$ cat src/rtl/iopb_pkg.sv
package iopb_pkg;
  typedef enum logic [1:0] {
    ST_IDLE    = 2'd0,
    ST_LD_WAIT = 2'd1,
    ST_CK_WAIT = 2'd2
  } iopb_state_e;

  // byte offset of the bitmap offset word inside a 32-bit state segment
  localparam int unsigned MAP_OFS_FIELD = 102;
endpackage

$ cat src/rtl/iopb_seq.sv
module iopb_seq
  import iopb_pkg::*;
#(
  parameter int unsigned ADDR_W = 32,
  parameter int unsigned WORD_W = 16
) (
  input  logic              clk_i,
  input  logic              rst_ni,
  input  logic              ld_req_i,
  input  logic              ld_wide_i,
  input  logic [ADDR_W-1:0] ld_base_i,
  input  logic              chk_req_i,
  input  logic              len_ok_i,
  input  logic              range_ok_i,
  input  logic [ADDR_W-1:0] rd_addr_i,
  input  logic [WORD_W-1:0] mask_i,
  input  logic              mem_rvalid_i,
  input  logic [WORD_W-1:0] mem_rdata_i,
  output logic              ready_o,
  output logic              ld_start_o,
  output logic              ld_fin_o,
  output logic              done_o,
  output logic              allow_o,
  output logic              fault_o,
  output logic              req_err_o,
  output logic              mem_req_o,
  output logic [ADDR_W-1:0] mem_addr_o
);
  iopb_state_e       state_q;
  logic [ADDR_W-1:0] addr_q;
  logic [WORD_W-1:0] mask_q;
  logic              done_q, allow_q, fault_q, rerr_q;
  logic              hit;

  assign ready_o    = (state_q == ST_IDLE);
  assign ld_start_o = ready_o && ld_req_i;
  assign ld_fin_o   = (state_q == ST_LD_WAIT) && mem_rvalid_i;
  assign hit        = |(mem_rdata_i & mask_q);

  always_ff @(posedge clk_i or negedge rst_ni) begin
    if (!rst_ni) begin
      state_q <= ST_IDLE;
      addr_q  <= '0;
      mask_q  <= '0;
      done_q  <= 1'b0;
      allow_q <= 1'b0;
      fault_q <= 1'b0;
      rerr_q  <= 1'b0;
    end else begin
      done_q  <= 1'b0;
      allow_q <= 1'b0;
      fault_q <= 1'b0;
      rerr_q  <= 1'b0;
      unique case (state_q)
        ST_IDLE: begin
          if (ld_req_i) begin
            if (ld_wide_i) begin
              addr_q  <= ld_base_i + ADDR_W'(MAP_OFS_FIELD);
              state_q <= ST_LD_WAIT;
            end
          end else if (chk_req_i) begin
            if (!len_ok_i) begin
              done_q <= 1'b1;
              rerr_q <= 1'b1;
            end else if (!range_ok_i) begin
              done_q  <= 1'b1;
              fault_q <= 1'b1;
            end else begin
              addr_q  <= rd_addr_i;
              mask_q  <= mask_i;
              state_q <= ST_CK_WAIT;
            end
          end
        end
        ST_LD_WAIT: if (mem_rvalid_i) state_q <= ST_IDLE;
        ST_CK_WAIT: begin
          if (mem_rvalid_i) begin
            done_q  <= 1'b1;
            fault_q <= hit;
            allow_q <= !hit;
            state_q <= ST_IDLE;
          end
        end
        default: state_q <= ST_IDLE;
      endcase
    end
  end

  assign done_o     = done_q;
  assign allow_o    = allow_q;
  assign fault_o    = fault_q;
  assign req_err_o  = rerr_q;
  assign mem_req_o  = !ready_o;
  assign mem_addr_o = addr_q;

  p_outcome_onehot_r10: assert property (@(posedge clk_i) disable iff (!rst_ni)
    done_o |-> $onehot({allow_o, fault_o, req_err_o}));
  p_quiet_r10: assert property (@(posedge clk_i) disable iff (!rst_ni)
    !done_o |-> !(allow_o || fault_o || req_err_o));
  p_badlen_r6: assert property (@(posedge clk_i) disable iff (!rst_ni)
    (chk_req_i && ready_o && !ld_req_i && !len_ok_i) |=> (done_o && req_err_o && !mem_req_o));
  p_range_noread_r7: assert property (@(posedge clk_i) disable iff (!rst_ni)
    (chk_req_i && ready_o && !ld_req_i && len_ok_i && !range_ok_i) |=> (done_o && fault_o && !mem_req_o));
  p_addr_hold_r8: assert property (@(posedge clk_i) disable iff (!rst_ni)
    (mem_req_o && !mem_rvalid_i) |=> (mem_req_o && $stable(mem_addr_o)));
  p_idle_noreq_r11: assert property (@(posedge clk_i) disable iff (!rst_ni)
    (!ready_o && !mem_rvalid_i) |=> !ready_o);
endmodule

$ cat config.mk
export PLATFORM = sky130hd
export DESIGN_NAME = iopb_seq
export DESIGN_NICKNAME = d
export VERILOG_FILES = /design/src/rtl/iopb_pkg.sv /design/src/rtl/iopb_seq.sv
export SDC_FILE = /design/constraint.sdc
export NUM_CORES = 1
export LEC_CHECK = 0
export ABC_CLOCK_PERIOD_IN_PS = 1900
export CORE_MARGIN = 2
export CORE_UTILIZATION = 50
export CTS_CLUSTER_DIAMETER = 120
export DETAILED_ROUTE_END_ITERATION = 12
export DONT_BUFFER_PORTS = 1
export GPL_TIMING_DRIVEN = 0
export PLACE_DENSITY = 0.75
export RECOVER_POWER = 25
export SYNTH_ARGS = -nofsm -noshare
export SYNTH_HDL_FRONTEND = slang
export SYNTH_SLANG_ARGS = --single-unit
$ cat constraint.sdc
create_clock -name clk_i -period 1.9 [get_ports clk_i]
set_input_delay 0.38 -clock clk_i [delete_from_list [all_inputs] [get_ports clk_i]]
set_output_delay 0.38 -clock clk_i [all_outputs]
set_load 0.02 [all_outputs]
## Word-level counts from Yosys, hierarchy flattened

Cells that the tools add are included.

| storage, ports and cells | value |
|---|---|
| register bits after elaboration | 54 |
| latch bits | 0 |
| RAM bits | 0 |
| bits in read-only memories | 0 |
| bits of input ports | 104 |
| output and inout bits | 40 |
| word-level logic and storage cells | 60 |
| memories | 0 |

| operators by class | value |
|---|---|
| add/sub/neg operators | 1 |
| multipliers | 0 |
| div/mod/pow operators | 0 |
| $lt $le $gt $ge | 0 |
| equality and inequality tests | 8 |
| shift operators | 0 |
| mux-type cells | 29 |
| bitwise logic cells | 2 |
| reductions and logical operators | 13 |

Operators with widths:

| kind | number |
|---|---|
| 32-bit two-way mux | 5 |
| 32-bit by 7-bit adder with 32-bit output, second input constant | 1 |
| 16-bit AND | 1 |
| 16-bit OR reduction | 1 |
| 1-bit two-way mux | 15 |
| 5-bit AND reduction | 3 |
| 2-bit two-way mux | 6 |
| 3-bit inequality test, second input constant | 4 |
| 2-bit nonzero test | 3 |
| 2-bit by 1-bit inequality test with 1-bit output, second input constant | 2 |
| 1-bit case mux with 2 select lines | 2 |
| 2-bit case mux with 2 select lines | 1 |
| 2-bit by 1-bit equality test with 1-bit output, second input constant | 1 |
| 2-bit equality test, second input constant | 1 |
| 1-bit logical AND | 2 |
| 1-bit logical NOT | 2 |
| 2-bit logical NOT | 1 |
| 2-bit OR reduction | 1 |
| 1-bit NOT | 1 |

## Logic depth before layout (Yosys ltp)

Gate-level depths: netlist of the first run.

| depth | value |
|---|---|
| depth after elaboration | 5 |
| mapped depth | 7 |
| mapped depth without buffers | 7 |

## Least setup slack after synthesis of the first run

No wires, ideal clock.

| path | value |
|---|---|
| path kind | input port to flip-flop |
| start point | input ld_base_i[1] |
| end point | register addr_q[29] (netlist: mem_addr_o[29]) |
| library setup time | 0.132 ns |
| arrival time | 1.630 ns |
| data required time | 1.768 ns |
| slack | 0.138 ns |
| stages on the path | 7 |
| path buffers | 0 |
| cell sequence | inv_1 > ha_1 > and3b_1 > o211ai_4 > or3_1 > mux2i_1 > o21ai_1 |

| on the way | value |
|---|---|
| cells in the longest elaborated chain, start to end | 3 |

RTL lines:

| what | line | text |
|---|---|---|
| start: declaration | iopb_seq.sv:11 | `input logic [ADDR_W-1:0] ld_base_i,` |
| 32-bit by 7-bit adder with 32-bit output | iopb_seq.sv:58 | `addr_q <= ld_base_i + ADDR_W'(MAP_OFS_FIELD);` |
| 32-bit two-way mux | iopb_seq.sv:57 | `if (ld_wide_i) begin` |
| 32-bit two-way mux | iopb_seq.sv:56 | `if (ld_req_i) begin` |
| end signal: assignment | iopb_seq.sv:58 |  |
| end signal: assignment | iopb_seq.sv:69 | `addr_q <= rd_addr_i;` |
| end: declaration | iopb_seq.sv:30 | `logic [ADDR_W-1:0] addr_q;` |

No other way between the ends. The select of a mux whose other input is x is not followed.
A chain may end at the register's enable or synchronous reset.

## Worst setup path after layout of the first run

| path | value |
|---|---|
| start point | register state_q[0] |
| end point | register addr_q[29] (netlist: mem_addr_o[29]) |

| on the way | value |
|---|---|
| cells in the longest elaborated chain, start to end | 2 |

RTL lines:

| what | line | text |
|---|---|---|
| start: declaration | iopb_seq.sv:29 | `iopb_state_e state_q;` |
| start signal: assignment | iopb_seq.sv:42 | `state_q <= ST_IDLE;` |
| start signal: assignment | iopb_seq.sv:59 | `state_q <= ST_LD_WAIT;` |
| start signal: assignment | iopb_seq.sv:71 | `state_q <= ST_CK_WAIT;` |
| 2-bit logical NOT | n/a |  |
| via ready_o | iopb_seq.sv:19 | `output logic ready_o,` |
| 5-bit AND reduction (no source line) | n/a |  |

The timed path passes the listed nets, and every way through them passes these cells.

==> impl_metrics.py, run 1 <==
metrics = {
    "outcome": {
        "status": "completed",
    },
    "global_route": {
        "antenna_found_initial": 0,
        "gr-total-overflow": 0,
        "grt_pass1_wl_mm": 12.8,
        "first_global_vias": 2539,
        "grt_max_degree": 55,
        "globalRouteTotalUtil_pct": 22.9,
    },
    "floorplan": {
        "dieArea_sq_um": 6920,
        "start_util_pct": 52.4,
        "die_x_um": 83.2,
        "core.rowCount": 28,
        "die_h_um": 83.2,
        "num_io_pins": 144,
        "core-area_sq_um": 5990,
    },
    "timing": {
        "skew_ps": 11.9,
        "finalHoldWorstSlack_ps": 108,
        "max_freq_mhz": 567,
        "period_needed_ps": 1760,
        "tightest_slew_ps": 1210,
        "rsz0062_at_grt": "false",
        "final.setup.tns_ps": 0,
        "relSlewSlack_pct": 19.5,
        "period_share_pct": 92.8,
        "drv_slew": 0,
        "setup_viol": 0,
        "hold_viol": 0,
    },
    "placed_design": {
        "gp_congestion": 0.841,
        "port_buffers": 0,
        "dp_hpwl_mm": 6.17,
    },
    "power": {
        "p_per_area_nw_per_um2": 1270,
        "seqPwrFrac_pct": 58.1,
        "switching_share_pct": 42.2,
        "p_sw_w": 0.00180,
        "power_frac_comb_pct": 26.0,
        "intPower_w": 0.00247,
        "max-vdd-ir-drop_mv": 0.633,
        "leakage_nw": 1.33,
        "p_clk_share_pct": 16.0,
    },
    "cts": {
        "cts.root.buffer_cell": "clkbuf_8",
        "cts_sinks": 54,
        "clk_latency_ps": 320,
        "htreeDepth": 2,
        "cts_tree": "built",
        "cts_inserted_buffers": 5,
        "clockBufferDepth": 2,
        "postCtsSetupRepairBufs": 0,
        "cts.clk_slew.worst_paths_ps": 110,
    },
    "synth": {
        "avgSynthCellArea_sq_um": 9.99,
        "ys_ff_latch": 54,
        "syn_area_sq_um": 3140,
        "netlist_instances": 314,
        "synthTopCellsByCount": "dfrtp_1, nand2_1, o21ai_1",
        "seq_area_frac_synth_pct": 43.1,
        "synth_cell_types": 46,
        "synthArstFlopShare_pct": 100,
        "synth_flop_cell": "dfrtp_1",
        "synth_top_cell_by_area": "dfrtp_1",
        "mappedNetlistNets": 422,
        "yosysWarnings": 0,
        "yosysMostFrequentCell": "dfrtp_1",
        "yosys-top-cells-area": "dfrtp_1, nor3b_1, xnor2_1",
        "synth_edf_count": 0,
        "synth_top_area_share_pct": 43.1,
    },
    "job": {
        "cap_violations": 0,
    },
    "detailed_routing": {
        "drt-vias-per-instance": 6.15,
        "antenna_left": 0,
        "dr_total_vias": 2454,
        "drtPass1Iterations": 4,
        "drt_iter0_drc": 76,
        "wl_per_cell_um": 19.8,
        "wirelength_mm": 7.89,
        "drcViolationCount": 0,
    },
    "worst_setup_path": {
        "crit_path_start_kind": "flop",
        "path_max_fanout": 10,
        "reg2reg_slack_ps": 140,
        "worst_setup_path_end_kind": "flop",
        "critPathKind": "flop to flop",
        "worstPathArrival_ps": 2000,
        "critPathRequiredTime_ps": 2130,
    },
    "final_layout": {
        "layout.nets": 431,
        "drive_gt1_share_pct": 12.3,
        "fill_cells": 547,
        "area_delta_synth_final_pct": 7.02,
        "n_antenna_cell": 0,
    },
    "worst_hold_path": {
        "hold_path_class": "primary input to flop",
    },
}
path summary, 6_finish.rpt:
kind | startpoint | end | cells past startpoint
hold / removal | len_ok_i | req_err_o$_DFF_PN0_ | 1
setup / recovery | state_q[0]$_DFFE_PN0P_ | mem_addr_o[29]$_DFFE_PN0P_ | 6
min in group asynchronous | rst_ni | mask_q[3]$_DFFE_PN0P_ | 2
setup reg to reg | state_q[0]$_DFFE_PN0P_ | mem_addr_o[29]$_DFFE_PN0P_ | 6
hold reg to reg | mask_q[14]$_DFFE_PN0P_ | mask_q[14]$_DFFE_PN0P_ | 1
max in group asynchronous | rst_ni | mem_addr_o[13]$_DFFE_PN0P_ | 2
per-stage QoR:
step / total power, W / std cells / setup slack [ps] / instance area (sq um) / util (%)
final: 0.00427 / 399 / 137 / 3360 / 56.0
after global routing: 0.00453 / 399 / 29.9 / 3360 / 56.0
after CTS: 0.00428 / 399 / 0.612 / 3370 / 56.2
after detailed placement: 0.00356 / 389 / -190 / 3230 / 53.9
after global placement: 0.00349 / 389 / -125 / 3230 / 53.9
after floorplan: 0.00325 / 314 / 138 / 3140 / -
cells in the final DEF (no fill, tap or decap), drive strengths merged, types with 4 or more instances in the layout:
master   n
a22oi    5
a21oi   21
inv      9
clkbuf  13
ha       4
nor2    10
dfrtp   54
a221oi   4
and4     6
and2     6
buf      9
nand4    6
mux2i   10
o21ai   40
xor2    11
nor4     4
nand2   24
mux2    17
nor3b   20
xnor2   15
nand3   11
nor3     4
timing repair:
action,4_1_cts,5_1_grt
gates resized for setup,2,5
hold buffers,2,0
endpoints found under the hold margin,54,0
gates cloned,0,0
endpoints found under the setup margin,22,20
critical path, stage by stage (launching register included):
cell      delay, ps
dfrtp_1         410
inv_1           130
ha_4            230
and2_2          260
nand2_1         200
clkbuf_2        260
o21ai_1         190
sequential cells by signal, summed over array words and instances (netlist names):
signal and count:
mask_q 16, state_q 2, allow_o 1, mem_addr_o 32, fault_o 1, req_err_o 1
done_o 1
power groups by stage:
| stage | clock network, W | logic, W | registers (W) |
|---|---|---|---|
| final | 0.000683 | 0.00111 | 0.00248 |
| after global routing | 0.000741 | 0.00126 | 0.00253 |
| after CTS | 0.000697 | 0.00110 | 0.00248 |
| after detailed placement | 0 | 0.00107 | 0.00250 |
| after global placement | 0 | 0.00101 | 0.00248 |
| after floorplan | 0 | 0.000866 | 0.00238 |
area by class of cell:
cell class	count	area, sq um	area share (%)
Tap cell	75	93.8	2.80
Multi-Input combinational cell	237	1690	50.3
Clock inverter	3	26.3	0.783
Sequential cell	54	1350	40.3
Buffer	16	86.3	2.57
Inverter	7	26.3	0.783
Timing Repair Buffer	2	15.0	0.447
Clock buffer	5	68.8	2.05
layer usage:
metal  GRT usage [%]  wire (um)  vias to the layer above  part of all wire (%)
li1                -          -                     1158                     -
met1            28.7       3270                     1182                    41
met2            37.8       3750                      104                    47
met3            8.05        755                       10                   9.6
met4            5.81        118                        0                   1.5
met5               0          0                        -                     0
cells by family after synthesis:
| family | count (synthesis) | share of synthesized area (%) |
|---|---|---|
| xor gates and xnor gates | 26 | 7.26 |
| and+or+nand+nor | 101 | 20.1 |
| muxes | 27 | 9.29 |
| AOI/OAI and AO/OA | 79 | 15.2 |
| adders and majority gates | 4 | 1.60 |
| DFF | 54 | 43.1 |
| buffers and inverters | 23 | 3.51 |
Note: power is estimated with default switching activity, not from simulation.
==> run 2: changes to the inputs <==
--- a/config.mk
+++ b/config.mk
@@ -5,6 +5,7 @@
 export SDC_FILE = /design/constraint.sdc
 export NUM_CORES = 1
 export LEC_CHECK = 0
+export ABC_AREA = 1
 export ABC_CLOCK_PERIOD_IN_PS = 1900
 export CORE_MARGIN = 2
 export CORE_UTILIZATION = 50
==> run 2 against run 1 <==
Non-clock buffer count up 1. Setup slack better by 29 ps. Total power up 3.3%. Count of clock-buffer cells in the layout up 1. Synthesized area up 11%. Maximum frequency up 1.7%. Global-route usage up 2.5 points. Final cell count up 50%.
==> impl_metrics.py, run 2 <==
metrics = {
    "worst_setup_path": {
        "path_max_fanout": 5,
        "crit_slowest_cell": "dfrtp_1",
        "max_stage_delay_ps": 400,
        "reg2reg_slack_ps": 170,
        "crit_path_start_kind": "flop",
        "worstPathCellList": "inv_1 -> ha_4 -> nand2_2 -> nor2_4 -> inv_2 -> nor2_8 -> buf_4 -> mux2_2",
        "worstPathArrival_ps": 1940,
        "critPathKind": "flop to flop",
        "critical_path.top_delay_family": "flip-flops",
        "worst-path-buf-inv": 3,
        "worstSetupStartpoint": "state_q[1]$_DFFE_PN0P_",
        "r2r-start": "state_q[1]$_DFFE_PN0P_",
        "critPathRequiredTime_ps": 2100,
        "worst_setup_path_end_kind": "flop",
    },
    "synth": {
        "syn_area_sq_um": 3470,
        "synth_edf_count": 0,
        "yosysMostFrequentCell": "nand2_1",
        "mappedNetlistNets": 614,
        "synth_flop_cell": "dfrtp_1",
        "synth_cell_types": 33,
        "yosys-top-cells-area": "dfrtp_1, nand2_1, nor2_1",
        "synth_top_area_share_pct": 38.9,
        "avgSynthCellArea_sq_um": 6.86,
        "ys_ff_latch": 54,
        "netlist_instances": 506,
        "synthArstFlopShare_pct": 100,
        "yosysWarnings": 0,
        "synthTopCellsByCount": "nand2_1, nor2_1, dfrtp_1",
        "synth_top_cell_by_area": "dfrtp_1",
        "seq_area_frac_synth_pct": 38.9,
    },
    "final_layout": {
        "n_antenna_cell": 0,
        "stdcell_count": 598,
        "area_delta_synth_final_pct": 7.46,
        "layout.nets": 625,
        "layout_common_cells": "nand2_1, nor2_1, dfrtp_1",
        "multi_input_area_sq_um": 1880,
        "largest_reg_flops": 32,
        "final_common_cell": "nand2_1",
        "ff_latch_area_sq_um": 1350,
        "fill_cells": 678,
        "drive_gt1_share_pct": 7.92,
        "final_area_sq_um": 3730,
    },
    "timing": {
        "finalHoldWorstSlack_ps": 116,
        "hold_viol": 0,
        "period_share_pct": 91.3,
        "rsz0062_at_grt": "false",
        "setup_viol": 0,
        "relSlewSlack_pct": 49.4,
        "fin_ws_ps": 166,
        "skew_ps": 4.60,
        "period_needed_ps": 1730,
        "drv_slew": 0,
        "tightest_slew_ps": 759,
        "max_freq_mhz": 577,
    },
    "floorplan": {
        "dieArea_sq_um": 7620,
        "core.rowCount": 30,
        "die_x_um": 87.3,
        "die_h_um": 87.3,
        "core-area_sq_um": 6760,
        "num_io_pins": 144,
        "start_util_pct": 51.4,
    },
    "placed_design": {
        "dp.cells": 586,
        "place_ws_ps": -83.2,
        "placed_area_sq_um": 3570,
        "gp_congestion": 0.914,
        "port_buffers": 0,
        "dp_hpwl_mm": 7.37,
    },
    "cts": {
        "cts_tree": "built",
        "cts_inserted_buffers": 5,
        "htreeDepth": 2,
        "cts.clk_slew.worst_paths_ps": 100,
        "cts_sinks": 54,
        "cts.root.buffer_cell": "clkbuf_8",
        "clockBufferDepth": 2,
        "clk_latency_ps": 310,
    },
    "global_route": {
        "first_global_vias": 3158,
        "gr-total-overflow": 0,
        "grt_pass1_wl_mm": 15.1,
        "gr-usage-met3_pct": 7.39,
        "grt_max_degree": 55,
        "antenna_found_initial": 0,
        "globalRouteTotalUtil_pct": 25.4,
        "use_met2_pct": 44.9,
        "met1_usage_pct": 30.1,
        "busiest_layer": "met2",
    },
    "detailed_routing": {
        "drtPass1Iterations": 4,
        "wirelength_mm": 9.43,
        "dr_total_vias": 3193,
        "antenna_left": 0,
        "wl_per_cell_um": 15.8,
        "drcViolationCount": 0,
        "drt_iter0_drc": 171,
        "drt-vias-per-instance": 5.34,
    },
    "job": {
        "cap_violations": 0,
    },
    "worst_hold_path": {
        "hold_path_class": "primary input to flop",
        "min_from": "len_ok_i",
    },
    "power": {
        "p_per_area_nw_per_um2": 1180,
        "max-vdd-ir-drop_mv": 0.777,
        "leakage_nw": 1.87,
    },
    "outcome": {
        "status": "completed",
    },
}
[run 2: cell count changes in the layout (fill, tap and decap cells not counted), moves of 5 or more]
cell     change
nand2_1    +158
nor2_1      +77
inv_1       +33
nand3_1     +24
o21ai_1     -24
nor3b_1     -20
xnor2_1     -13
mux2i_1     -10
xor2_1       -8
a22oi_1      -5
and4_1       -5
[run 2: stage by stage]
step,power (W),setup TNS (ps),util [%]
floorplan,0.00329,0,-
CTS,0.00444,0,55.1
global route,0.00474,0,55.2
global placement,0.00355,-405,52.9
detailed placement,0.00360,-774,52.9
finish,0.00441,0,55.2
[run 2: final cells by class]
| type | count | share of cell area, % |
|---|---|---|
| Multi-Input combinational cell | 394 | 50.3 |
| Sequential cell | 54 | 36.2 |
| Inverter | 43 | 4.46 |
| Tap cell | 80 | 2.68 |
| Buffer | 15 | 2.52 |
| Clock buffer | 6 | 1.95 |
| Clock inverter | 2 | 1.01 |
| Timing Repair Buffer | 4 | 0.872 |
[run 2: power by group]
| part | internal, W | switching (W) |
|---|---|---|
| logic | 0.000489 | 0.000679 |
| clock network | 0.000394 | 0.000387 |
| registers | 0.00167 | 0.000784 |
| total | 0.00256 | 0.00185 |
[run 2: logic make-up (layout without fill, tap and decap cells)]
family | after synthesis | count (layout) | synth area share, %
AOI/OAI and AO/OA | 45 | 45 | 7.10
xor gates and xnor gates | 5 | 5 | 1.26
adders and majority gates | 4 | 4 | 1.44
buffers and inverters | 58 | 70 | 7.39
DFF | 54 | 54 | 38.9
muxes | 16 | 16 | 5.19
and+or+nand+nor | 324 | 324 | 38.7
[run 2: path summary, 6_finish.rpt]
check	to	depth (start not counted)
min in group asynchronous	mem_addr_o[14]$_DFFE_PN0P_	2
hold / removal	req_err_o$_DFF_PN0_	1
max in group asynchronous	mem_addr_o[4]$_DFFE_PN0P_	2
setup / recovery	mask_q[1]$_DFFE_PN0P_	8
hold reg to reg	mask_q[11]$_DFFE_PN0P_	1
setup reg to reg	mask_q[1]$_DFFE_PN0P_	8
[run 2: metal layers]
metal  up-vias  part of all wire [%]
li1       1624                     -
met3        11                   9.5
met2       123                    49
met5         -                     0
met4         0                   1.4
met1      1435                    40
[run 2: what timing repair did]
action,in CTS,in global routing
pin swaps,0,2
endpoints found under the setup margin,10,10
endpoints found under the hold margin,54,0
gates resized for setup,1,2
setup buffers,0,2
hold buffers,2,0
==> run 3: changes to the inputs <==
--- a/config.mk
+++ b/config.mk
@@ -6,14 +6,14 @@
 export NUM_CORES = 1
 export LEC_CHECK = 0
 export ABC_AREA = 1
-export ABC_CLOCK_PERIOD_IN_PS = 1900
+export CORE_ASPECT_RATIO = 1.25
 export CORE_MARGIN = 2
 export CORE_UTILIZATION = 50
 export CTS_CLUSTER_DIAMETER = 120
 export DETAILED_ROUTE_END_ITERATION = 12
 export DONT_BUFFER_PORTS = 1
 export GPL_TIMING_DRIVEN = 0
-export PLACE_DENSITY = 0.75
+export PLACE_DENSITY = 0.78
 export RECOVER_POWER = 25
 export SYNTH_ARGS = -nofsm -noshare
 export SYNTH_HDL_FRONTEND = slang
==> constraint.sdc (replaced) <==
create_clock -name clk_i -period 1.55 [get_ports clk_i]
set_input_delay 0.31 -clock clk_i [delete_from_list [all_inputs] [get_ports clk_i]]
set_output_delay 0.31 -clock clk_i [all_outputs]
set_load 0.02 [all_outputs]
==> run 3 against run 2 <==
The flow now finishes with violations (hold timing, setup timing). First-iteration DRC count is 34% lower. Critical endpoint is now mask_q[10]$_DFFE_PN0P_. Final cell count is 1.8% higher. Count of clock-buffer cells in the layout is 1 lower. Register-to-register slack worse by 320 ps. Clock skew is 5.6 ps higher. Non-clock buffer count is 5 higher. Critical path depth stayed put. Maximum frequency is 1.9% higher. Sequential cell count stayed put. Sequential share of layout area is 0.83 points lower. Via count is 1.5% higher.
==> impl_metrics.py, run 3 (same netlist as run 2, synthesis figures left out) <==
metrics = {
    "outcome": {
        "status": "complete, but fails checks",
        "failed_checks": "hold timing, setup timing",
    },
    "timing": {
        "setup_viol": 16,
        "max_freq_mhz": 587,
        "drv_slew": 0,
        "fin_ws_ps": -153,
        "finalHoldWorstSlack_ps": -315,
        "tightest_slew_ps": 514,
        "rsz0062_at_grt": "true",
        "period_share_pct": 110,
        "final.setup.tns_ps": -2100,
        "period_needed_ps": 1700,
        "skew_ps": 10.2,
        "hold_viol": 54,
        "relSlewSlack_pct": 65.7,
    },
    "global_route": {
        "gr-usage-met3_pct": 6.04,
        "grt_pass1_wl_mm": 15.4,
        "gr-total-overflow": 0,
        "use_met2_pct": 45.5,
        "grt_max_degree": 55,
        "first_global_vias": 3235,
        "antenna_found_initial": 0,
        "globalRouteTotalUtil_pct": 25.4,
        "busiest_layer": "met2",
        "met1_usage_pct": 29.8,
    },
    "final_layout": {
        "drive_gt1_share_pct": 11.7,
        "largest_reg_flops": 32,
        "final_common_cell": "nand2_1",
        "fill_cells": 625,
        "layout_common_cells": "nand2_1, nor2_1, dfrtp_1",
        "ff_latch_area_sq_um": 1350,
        "n_antenna_cell": 0,
        "multi_input_area_sq_um": 1930,
        "layout.nets": 630,
        "area_delta_synth_final_pct": 9.99,
        "stdcell_count": 609,
    },
    "power": {
        "max-vdd-ir-drop_mv": 0.736,
        "leakage_nw": 1.91,
        "p_per_area_nw_per_um2": 1430,
    },
    "detailed_routing": {
        "drt-vias-per-instance": 5.32,
        "wirelength_mm": 10.1,
        "wl_per_cell_um": 16.5,
        "drtPass1Iterations": 4,
        "drcViolationCount": 0,
        "dr_total_vias": 3241,
        "antenna_left": 0,
        "drt_iter0_drc": 113,
    },
    "cts": {
        "clk_latency_ps": 300,
        "htreeDepth": 2,
        "clockBufferDepth": 2,
        "cts.root.buffer_cell": "clkbuf_8",
        "cts_tree": "built",
        "cts_inserted_buffers": 5,
        "cts.clk_slew.worst_paths_ps": 100,
        "cts_sinks": 54,
    },
    "worst_setup_path": {
        "critPathRequiredTime_ps": 1730,
        "reg2reg_slack_ps": -150,
        "worst_setup_path_end_kind": "flop",
        "worstSetupStartpoint": "state_q[1]$_DFFE_PN0P_",
        "path_max_fanout": 5,
        "worstPathArrival_ps": 1890,
        "reg2regPathDepth": 8,
        "reg2reg_to": "mask_q[10]$_DFFE_PN0P_",
        "crit_path_start_kind": "flop",
        "r2r-start": "state_q[1]$_DFFE_PN0P_",
        "critPathKind": "flop to flop",
    },
    "floorplan": {
        "core.rowCount": 33,
        "dieArea_sq_um": 7630,
        "core-area_sq_um": 6650,
        "die_x_um": 78.5,
        "start_util_pct": 52.2,
        "die_h_um": 97.2,
        "num_io_pins": 144,
    },
    "job": {
        "cap_violations": 0,
    },
    "placed_design": {
        "gp_congestion": 0.980,
        "place_ws_ps": -269,
        "dp_hpwl_mm": 7.45,
        "dp.cells": 593,
        "port_buffers": 0,
    },
    "worst_hold_path": {
        "hold_path_class": "primary input to async pin",
    },
}
==> run 3: cell count changes in the layout (fill, tap and decap cells not counted), moves of 3 or more <==
cell | previous run | this run
inv_1 | 40 | 37
inv_2 | 2 | 5
buf_4 | 3 | 9
mux2_4 | 0 | 10
mux2_1 | 10 | 0
==> run 3: final cells by class <==
cell class	count	share of cell area, %
multi-input combinational	394	50.4
timing repair buffer	9	2.23
tap	87	2.85
clock inverter	2	0.393
clock buffer	5	1.80
sequential	54	35.4
inverter	43	4.36
buffer	15	2.52
==> run 3: critical path, cell delays in order (launching register included) <==
cell,delay (ps)
dfrtp_1,410
inv_2,80
ha_4,210
nand2_4,80
nor2_4,90
inv_2,70
nor2_8,150
clkbuf_16,180
mux2_4,310
==> run 3: where the power goes <==
group / total [W] / switching, W / internal (W)
combinational: 0.00166 / 0.000891 / 0.000766
sequential: 0.00305 / 0.000992 / 0.00206
clock: 0.000764 / 0.000455 / 0.000310
==> run 3: how the worst max path moves through the flow <==
stage / to / cells after the start / slack, ps
global route: mask_q[3]$_DFFE_PN0P_ / 8 / -190
CTS: mask_q[8]$_DFFE_PN0P_ / 8 / -140
detailed placement: mem_addr_o[29]$_DFFE_PN0P_ / 12 / -270
finish: mask_q[10]$_DFFE_PN0P_ / 8 / -150
global placement: mem_addr_o[29]$_DFFE_PN0P_ / 12 / -230
floorplan: mask_q[10]$_DFFE_PN0P_ / 8 / -40
==> run 3: stage by stage <==
step | hold WS [ps] | power (W) | instance area [sq um] | util (%)
CTS | -325 | 0.00534 | 3740 | 56.2
finish | -315 | 0.00547 | 3820 | 57.4
detailed placement | 15.5 | 0.00448 | 3600 | 54.1
global route | -335 | 0.00583 | 3820 | 57.4
floorplan | 14.4 | 0.00408 | 3490 | -
global placement | 16.1 | 0.00439 | 3600 | 54.1
==> run 3: routing by layer <==
layer	part of all wire [%]	wire, um
met4	3.2	318
met5	0	0
met2	52	5180
met1	38	3790
met3	7.7	770
==> run 3: repair_timing <==
action                                  in CTS  in global routing
cloned                                       0                  1
endpoints found under the hold margin       54                 54
gates resized for setup                      4                 11
endpoints found under the setup margin      18                 31
pin swaps                                    2                  2
setup buffers                                6                  2
